[src/rtl/txop_pkg.sv]
package txop_pkg;

  typedef enum logic [1:0] {
    TMR_IDLE  = 2'd0,
    TMR_ARMED = 2'd1,
    TMR_RUN   = 2'd2
  } tmr_state_e;

  localparam logic MODE_FIXED  = 1'b0;
  localparam logic MODE_SHARED = 1'b1;

endpackage

[src/rtl/txop_tick_gen.sv]
module txop_tick_gen #(
  parameter int PRESCALE = 320
) (
  input  logic clk,
  input  logic rst,
  input  logic run,
  input  logic restart,
  output logic tick
);

  generate
    if (PRESCALE <= 1) begin : g_direct
      assign tick = run && !restart;
    end else begin : g_count
      localparam int CW = $clog2(PRESCALE);
      localparam logic [CW-1:0] LAST = CW'(PRESCALE - 1);
      logic [CW-1:0] cnt;

      always_ff @(posedge clk) begin
        if (rst || !run || restart) begin
          cnt <= '0;
        end else if (cnt == LAST) begin
          cnt <= '0;
        end else begin
          cnt <= cnt + 1'b1;
        end
      end

      assign tick = run && !restart && (cnt == LAST);

      // prescaler never passes its terminal count
      p_cnt_range_r6: assert property (@(posedge clk) disable iff (rst)
        cnt <= LAST);
    end
  endgenerate

endmodule

[src/rtl/txop_shared_timer.sv]
module txop_shared_timer
  import txop_pkg::*;
#(
  parameter int TIME_W = 14
) (
  input  logic              clk,
  input  logic              rst,
  input  logic              load,
  input  logic [TIME_W-1:0] load_val,
  input  logic              start,
  input  logic              tick,
  output logic              running,
  output logic [TIME_W-1:0] value
);

  tmr_state_e state;

  always_ff @(posedge clk) begin
    if (rst) begin
      state <= TMR_IDLE;
      value <= '0;
    end else if (load) begin
      value <= load_val;
      state <= start ? TMR_RUN : TMR_ARMED;
    end else begin
      if (start && state == TMR_ARMED) begin
        state <= TMR_RUN;
      end
      if (state == TMR_RUN && tick && value != '0) begin
        value <= value - 1'b1;
      end
    end
  end

  assign running = (state == TMR_RUN);

  // a load takes the command budget
  p_load_r4: assert property (@(posedge clk) disable iff (rst)
    load |=> value == $past(load_val));

  // an armed timer does not move
  p_hold_armed_r5: assert property (@(posedge clk) disable iff (rst)
    (state == TMR_ARMED && !load) |=> value == $past(value));

  // counting moves by at most one step, downward
  p_step_r6: assert property (@(posedge clk) disable iff (rst)
    (running && !load) |=> (value == $past(value) || value == $past(value) - 1'b1));

  // saturation at zero
  p_sat_zero_r6: assert property (@(posedge clk) disable iff (rst)
    (running && value == '0 && !load) |=> value == '0);

endmodule

[src/rtl/txop_limit_min.sv]
module txop_limit_min #(
  parameter int TIME_W = 14,
  parameter int NUM_LIM = 3
) (
  input  logic [NUM_LIM-1:0][TIME_W-1:0] lim,
  input  logic [NUM_LIM-1:0]             lim_en,
  output logic [TIME_W-1:0]              min_out
);

  always_comb begin
    min_out = '1;
    for (int i = 0; i < NUM_LIM; i++) begin
      if (lim_en[i] && lim[i] < min_out) begin
        min_out = lim[i];
      end
    end
  end

endmodule

[src/rtl/txop_budget_tracker.sv]
module txop_budget_tracker
  import txop_pkg::*;
#(
  parameter int TIME_W   = 14,
  parameter int PRESCALE = 320
) (
  input  logic              clk,
  input  logic              rst,
  input  logic              cmd_valid,
  input  logic              cmd_mode,
  input  logic              cmd_first,
  input  logic [TIME_W-1:0] cmd_budget,
  input  logic              cmd_life_en,
  input  logic              cmd_sw_mode,
  input  logic [TIME_W-1:0] cmd_total_time,
  input  logic [TIME_W-1:0] beacon_left,
  input  logic [TIME_W-1:0] life_left,
  input  logic              tx_start,
  output logic              out_valid,
  output logic [TIME_W-1:0] granted_txop,
  output logic              txop_fits
);

  localparam int NUM_LIM = 3;

  logic              load;
  logic              inherit;
  logic              running;
  logic              tick;
  logic [TIME_W-1:0] tmr_val;
  logic [TIME_W-1:0] budget;
  logic [TIME_W-1:0] min_lim;
  logic [NUM_LIM-1:0][TIME_W-1:0] lims;
  logic [NUM_LIM-1:0]             lims_en;

  assign load    = cmd_valid && cmd_mode == MODE_SHARED && cmd_first;
  assign inherit = cmd_mode == MODE_SHARED && !cmd_first;
  assign budget  = inherit ? tmr_val : cmd_budget;

  assign lims    = {life_left, beacon_left, budget};
  assign lims_en = {cmd_life_en, 1'b1, 1'b1};

  txop_tick_gen #(
    .PRESCALE(PRESCALE)
  ) u_tick (
    .clk    (clk),
    .rst    (rst),
    .run    (running),
    .restart(load),
    .tick   (tick)
  );

  txop_shared_timer #(
    .TIME_W(TIME_W)
  ) u_timer (
    .clk     (clk),
    .rst     (rst),
    .load    (load),
    .load_val(cmd_budget),
    .start   (tx_start),
    .tick    (tick),
    .running (running),
    .value   (tmr_val)
  );

  txop_limit_min #(
    .TIME_W (TIME_W),
    .NUM_LIM(NUM_LIM)
  ) u_min (
    .lim    (lims),
    .lim_en (lims_en),
    .min_out(min_lim)
  );

  always_ff @(posedge clk) begin
    if (rst) begin
      out_valid    <= 1'b0;
      granted_txop <= '0;
      txop_fits    <= 1'b0;
    end else begin
      out_valid <= cmd_valid;
      if (cmd_valid) begin
        granted_txop <= min_lim;
        txop_fits    <= cmd_sw_mode && (cmd_total_time <= min_lim);
      end
    end
  end

  // result is presented exactly one cycle after a command
  p_valid_follow_r2: assert property (@(posedge clk) disable iff (rst)
    cmd_valid |=> out_valid);
  p_valid_quiet_r2: assert property (@(posedge clk) disable iff (rst)
    !cmd_valid |=> !out_valid);

  // grant never exceeds the beacon distance
  p_grant_beacon_r2: assert property (@(posedge clk) disable iff (rst)
    cmd_valid |=> granted_txop <= $past(beacon_left));

  // fixed-mode grant never exceeds the command budget
  p_grant_budget_r2: assert property (@(posedge clk) disable iff (rst)
    (cmd_valid && cmd_mode == MODE_FIXED) |=> granted_txop <= $past(cmd_budget));

  // grant holds between commands
  p_grant_hold_r2: assert property (@(posedge clk) disable iff (rst)
    !cmd_valid |=> $stable(granted_txop));

  // an enabled lifetime bounds the grant
  p_grant_life_r3: assert property (@(posedge clk) disable iff (rst)
    (cmd_valid && cmd_life_en) |=> granted_txop <= $past(life_left));

  // fit flag only in software transmit mode
  p_fits_sw_only_r9: assert property (@(posedge clk) disable iff (rst)
    (cmd_valid && !cmd_sw_mode) |=> !txop_fits);

  // a fit never claims more than the grant
  p_fits_bound_r9: assert property (@(posedge clk) disable iff (rst)
    (cmd_valid && cmd_sw_mode) |=> (!txop_fits || $past(cmd_total_time) <= granted_txop));

endmodule

[config.mk]
export PLATFORM = sky130hd
export DESIGN_NAME = txop_budget_tracker
export DESIGN_NICKNAME = d
export VERILOG_FILES = /design/src/rtl/txop_pkg.sv /design/src/rtl/txop_tick_gen.sv /design/src/rtl/txop_shared_timer.sv /design/src/rtl/txop_limit_min.sv /design/src/rtl/txop_budget_tracker.sv
export SDC_FILE = /design/constraint.sdc
export NUM_CORES = 1
export LEC_CHECK = 0
export BUFFER_PORTS_ARGS = -buffer_cell sky130_fd_sc_hd__buf_2
export CAP_MARGIN = 20
export CORE_MARGIN = 2
export CORE_UTILIZATION = 59
export DETAILED_ROUTE_END_ITERATION = 10
export PLACE_DENSITY = 0.82
export SYNTH_ARGS = -nofsm -noshare
export SYNTH_HDL_FRONTEND = slang
export SYNTH_SLANG_ARGS = --single-unit
[constraint.sdc]
create_clock -name clk -period 23.5 [get_ports clk]
set_input_delay 5.875 -clock clk [delete_from_list [all_inputs] [get_ports clk]]
set_output_delay 5.875 -clock clk [all_outputs]
set_load 0.02 [all_outputs]
Word-level counts from Yosys, hierarchy flattened
Cells that the tools add are included.

Bits in registers: 41. Output and inout bits: 16. Logic and storage cells: 43.

$add $sub $neg: 2. Magnitude comparators: 4. Equal/unequal tests: 3. Muxes and demuxes: 9. Reduce and logical (&&, ||, !) cells: 19.

Operators with widths (count): $mux W14 (6); $lt A14 B14 Y1 (2); $le A14 B14 Y1 (1); $lt A14 B14 Y1 const B (1); $reduce_bool A14 Y1 (1); $sub A14 B1 Y14 const B (1); $logic_and A1 B1 Y1 (10); $add A9 B1 Y9 const B (1); $eq A9 B9 Y1 const B (1); $mux W2 (3); $reduce_bool A2 Y1 (2); $logic_not A1 Y1 (3); $eq A2 B1 Y1 const B (1); $eq A2 B2 Y1 const B (1); $logic_or A1 B1 Y1 (2); $reduce_or A2 Y1 (1).

Logic depth before layout (Yosys ltp)
Word-level depth: 12. Gate-level depth with buffers: 34. Mapped depth without buffers: 31.

Hierarchy
Synthesis repeated with hierarchy kept, for this count alone.

Cells, all modules: 436. Area, all modules: 3658.5 um^2.

By module, submodules not included: txop_limit_min (instances 1, cells each 154, area an instance 1139.8 um^2); txop_budget_tracker (instances 1, cells each 117, area an instance 1098.6 um^2); txop_shared_timer (instances 1, cells each 116, area an instance 984.7 um^2); txop_tick_gen (instances 1, cells each 49, area an instance 435.4 um^2).

Least setup slack after synthesis
Ideal clock, no wire load.

Path kind: input-to-reg. Start point: in cmd_first. End point: reg txop_fits. Library setup time: 75 ps. Arrival time: 11346 ps. Data required time: 23425 ps. Path slack: 12079 ps. Stages on the path: 31. Cell sequence: nand2b_1 -> buf_6 -> buf_6 -> mux2i_1 -> ha_1 -> and3_1 -> a221o_1 -> a21o_1 -> nor3_2 -> nand2_2 -> buf_6 -> mux2i_1 -> inv_1 -> ha_1 -> a21o_1 -> a21o_1 -> a21o_1 -> nor4_1 -> a211oi_4 -> o21ai_0 -> a21boi_0 -> ha_1 -> nor2b_1 -> o21a_1 -> o21a_1 -> o21a_1 -> o21a_1 -> o21a_1 -> o21bai_1 -> a21oi_1 -> o22ai_1.

Cells in the longest elaborated chain, start to end: 12.

Ends and longest elaborated chain: from (decl) (line txop_budget_tracker.sv:11) `input logic cmd_first,`; $logic_not A1 Y1 * (line txop_budget_tracker.sv:37) `assign inherit = cmd_mode == MODE_SHARED && !cmd_first;`; $logic_and A1 B1 Y1 * (line txop_budget_tracker.sv:37); $mux W14 * (line txop_budget_tracker.sv:38) `assign budget = inherit ? tmr_val : cmd_budget;`; $lt A14 B14 Y1 (line txop_limit_min.sv:13) `if (lim_en[i] && lim[i] < min_out) begin`; $mux W14 * (line txop_limit_min.sv:13); $lt A14 B14 Y1 (line txop_limit_min.sv:13); $mux W14 * (line txop_limit_min.sv:13); $lt A14 B14 Y1 (line txop_limit_min.sv:13); $logic_and A1 B1 Y1 (line txop_limit_min.sv:13); $mux W14 * (line txop_limit_min.sv:13); $le A14 B14 Y1 * (line txop_budget_tracker.sv:84) `txop_fits <= cmd_sw_mode && (cmd_total_time <= min_lim);`; $logic_and A1 B1 Y1 * (line txop_budget_tracker.sv:84); to (signal assigned) (line txop_budget_tracker.sv:84); to (decl) (line txop_budget_tracker.sv:21) `output logic txop_fits`.

Mark *: on every way between the ends. The rest lies on a longest branch, timed or not. A chain may end at the register's enable or synchronous reset.

Worst setup path in the final report
Ends and elaborated chain as after synthesis.

==> out/results.txt <==
The area of placed instances was 0.00381 mm2; the CTS buffer count was 5. The count of final max-slew check failures is 0, and the wire length of the first global-routing pass is 14.2 mm. The logs give 3,233 for the number of global-route vias before repair and 63 for the unique cell type count in the Yosys netlist. After detailed routing, the average wire length per cell comes to 15.6 um. The CTS clock-pin slew for the worst setup and hold paths is 80 ps. In this design, the critical path's most frequently occurring cell is sky130_fd_sc_hd__o21a_1. The worst slack on hold paths was 468 ps; the average cell area after synthesis was 8.27 um2. The post-route clock period utilization is 0.549, and the maximum count of clock buffers along a single path is 2. Total global routing track utilization: 0.276.

In this run the remaining antenna-violating nets after routing total 0. The number of iterations in the first detailed-routing pass was 7; the overall die height was 80.5 um. VDD sags by at most 0.0000304 V. The predominant post-synthesis flop cell was sky130_fd_sc_hd__dfxtp_1. On the critical path, the stage with the largest delay is an instance of sky130_fd_sc_hd__nand2b_1.

Routability-driven placement finished with a final weighted congestion of 0.904. After detailed placement, the design holds a cell count of 548. The logs give 0 for the number of DRC violations after detailed routing and 0 for the number of maximum-capacitance violations.

The tree is rooted in a sky130_fd_sc_hd__clkbuf_8. Setup slack on the worst reg-to-reg path comes out at 16,700 ps. The tools report the number of warnings printed during yosys synthesis as 0. The clock latency on the worst-skew pair came out at 300 ps. The maximum achievable frequency came out at 0.0776 GHz. The tools report the endpoint of the most critical register-to-register path as txop_fits.

On the worst path, the slowest cell contributes a delay of 740 ps. STA classifies the critical path endpoint as a flop. Global routing finished with a remaining overflow of 0. Along the worst path, the maximum fanout reaches 17.

The floorplan step defined a die boundary enclosing 0.00647 mm2. The maximum number of pins on one net before global-route repair is 35. TritonCTS built the clock tree. STA puts the critical path data arrival time at 13,110 ps. For the pin with the worst max-slew slack, the measured transition is 958 ps. The leakage power total came out at 1.85 nW. The final instance area was 0.00390 mm2; the die width was 80.5 um. The number of failing hold endpoints at the final stage came out at 0. The worst register-to-register path has a depth of 27.

The remaining max-slew budget at the tightest pin was 0.362; the final count of negative-setup-slack endpoints was 0. The setup path with the least slack is of type in2reg. The capture endpoint of the worst hold path was u_tick.g_count.cnt[0]. The start point of the worst min-delay path is u_tick.g_count.cnt[0]. The number of standard cells after synthesis is 417.

For this run, the post-layout net count is 583. The fraction of registers with async set/reset is 0. In the layout the commonest cells are 79 x sky130_fd_sc_hd__buf_2, 52 x sky130_fd_sc_hd__nor2_1, 41 x sky130_fd_sc_hd__dfxtp_1.

The number of DRC markers in iteration 0 was 177; the starting utilization of the core area was 0.619. After synthesis the netlist holds a flip-flop and latch count of 41. Hold repair after CTS inserted 0 buffers. Yosys mapped a number of flops with a built-in enable equal to 0.

Type of the worst min-delay path: reg2reg. The run gives 0 as the initial antenna violation count. The library cell used most frequently in the layout, excluding fill and tap cells, is sky130_fd_sc_hd__buf_2. For the synthesized netlist net count, the log shows 517. The sum of negative setup slack was 0 ps. After synthesis, the cell types taking the most area are sky130_fd_sc_hd__dfxtp_1 24%, sky130_fd_sc_hd__ha_1 13%, sky130_fd_sc_hd__mux2i_1 7.3%, sky130_fd_sc_hd__nor2_1 5.7%, sky130_fd_sc_hd__a21oi_1 3.9%.

Setup repair after global routing left no endpoint under its margin. The area share of the largest cell type after synthesis is 0.238, and the setup clock skew after layout is 8.81 ps. The number of fill cells was 481; the portion of the post-synthesis area used by sequential elements was 0.238. Compared with the post-synthesis result, the final layout area differs by 13.1%.

Fraction of layout cells with a size suffix above 1: 0.231. Number of port buffers: 79. Summed over all layers, the routed wires come to 8.65 mm. The floorplan step defined a core boundary enclosing 0.00557 mm2. The run finished with clean final reports. The H-tree was split into 2 levels. Total power for the finished layout comes to 0.198 mW.

Cell count of the worst hold path: 1. The logs give 556 for the final instance count without filler cells and 0 for the final antenna diode count. After clock tree synthesis, the setup repair step added 0 buffers. The via-per-instance ratio came out at 6.05.

The tree built by TritonCTS fans out to 41 sinks. The logs give 6.91 mm for the estimated wirelength of the detail-placed design and 80 for the number of I/O pins. The startpoint identified for the worst register-to-register timing path is u_timer.value[12]. The minimum period implied by the final worst setup slack works out to 12,890 ps. The dominant cell type by area after synthesis is sky130_fd_sc_hd__dfxtp_1. The count of standard-cell rows is 27, and the critical path required time is 23,720 ps. Areal power density over the cells: 50.8 mW/mm2.

The tools report the kind of start point of the critical path as an input port. The cell area that synthesis handed to floorplanning was 0.00345 mm2. Summing over every cut layer, the via total after detailed routing is 3,362.

The number of gates resized after CTS was 0.
[worst max-delay path by stage]
| stage | to | cells past startpoint | startpoint |
|---|---|---|---|
| floorplan | txop_fits | 31 | cmd_first |
| global placement | txop_fits | 29 | cmd_first |
| detailed placement | txop_fits | 29 | cmd_first |
| CTS | txop_fits | 29 | cmd_first |
| global route | txop_fits | 29 | cmd_first |
| finish | txop_fits | 29 | cmd_first |
[flip-flops by register name, indices dropped and copies added (netlist names)]
name                cells
granted_txop           14
u_timer.value          14
u_tick.g_count.cnt      9
u_timer.state           2
out_valid               1
txop_fits               1
[cells by family after synthesis]
kind of cell	count (synthesis)	share of synthesized area
simple gates	116	0.173
mux	26	0.0791
xor+xnor	10	0.0254
buf+inv	52	0.0711
fa+ha+maj	37	0.134
flops	41	0.238
compound gates	135	0.279
[metrics by stage]
step           setup WS (ps)   util
6_report               10610  0.699
5_1_grt                10080  0.699
4_1_cts                10610  0.699
3_5_place_dp           10310  0.684
3_3_place_gp           10630  0.684
2_1_floorplan          12080      -
[per-layer routing]
layer,vias up,track usage,wire length (um),part of all wire
li1,1683,-,-,-
met1,1551,0.345,3760,0.43
met2,115,0.486,4230,0.49
met3,13,0.0539,554,0.064
met4,0,0.0695,99,0.011
met5,-,0,0,0
[synth_stat cells, types with 2 or more instances]
cell type,instances
sky130_fd_sc_hd__a21oi_1,27
sky130_fd_sc_hd__or2_2,2
sky130_fd_sc_hd__and3_1,9
sky130_fd_sc_hd__dfxtp_1,41
sky130_fd_sc_hd__mux2i_1,25
sky130_fd_sc_hd__o21ai_0,11
sky130_fd_sc_hd__nor3_2,2
sky130_fd_sc_hd__nand2b_1,2
sky130_fd_sc_hd__inv_1,30
sky130_fd_sc_hd__o311ai_0,3
sky130_fd_sc_hd__ha_1,36
sky130_fd_sc_hd__or3_1,4
sky130_fd_sc_hd__nand3_1,8
sky130_fd_sc_hd__a21boi_0,2
sky130_fd_sc_hd__a31oi_1,14
sky130_fd_sc_hd__xor2_1,7
sky130_fd_sc_hd__or4_1,3
sky130_fd_sc_hd__a21boi_1,11
sky130_fd_sc_hd__a211oi_1,14
sky130_fd_sc_hd__o31ai_2,2
sky130_fd_sc_hd__o211ai_1,4
sky130_fd_sc_hd__and4_1,2
sky130_fd_sc_hd__nor3_1,4
sky130_fd_sc_hd__xnor2_1,3
sky130_fd_sc_hd__a221oi_1,5
sky130_fd_sc_hd__clkbuf_1,11
sky130_fd_sc_hd__buf_6,6
sky130_fd_sc_hd__nand4_1,5
sky130_fd_sc_hd__nor2b_1,2
sky130_fd_sc_hd__o21ai_2,10
sky130_fd_sc_hd__buf_2,4
sky130_fd_sc_hd__nor4_1,3
sky130_fd_sc_hd__o2bb2a_1,2
sky130_fd_sc_hd__o21a_1,9
sky130_fd_sc_hd__nor2_1,52
sky130_fd_sc_hd__a21o_1,7
sky130_fd_sc_hd__nand2_1,9
[report_power, final]
group          internal, mW  switching (mW)  leakage [nW]
Clock                0.0206          0.0266        0.0439
Sequential           0.0730         0.00243         0.335
Combinational        0.0322          0.0434          1.47
Total                 0.126          0.0725          1.85
[critical path: cells and delay by family]
kind / cells / cell delay (ps)
mux: 2 / 650
simple gates: 7 / 2780
buf+inv: 2 / 180
compound gates: 15 / 2710
fa+ha+maj: 3 / 910
[cell type report]
cell class / count / area, um2 / area share
clock inverters: 3 / 17.5 / 0.00449
repair buffers: 80 / 403 / 0.103
clock buffers: 5 / 68.8 / 0.0177
multi-input cells: 324 / 2380 / 0.611
flip-flops and latches: 41 / 821 / 0.211
inverters: 31 / 116 / 0.0298
well taps: 72 / 90.1 / 0.0231
No activity file was read; power rests on OpenSTA's default activity.
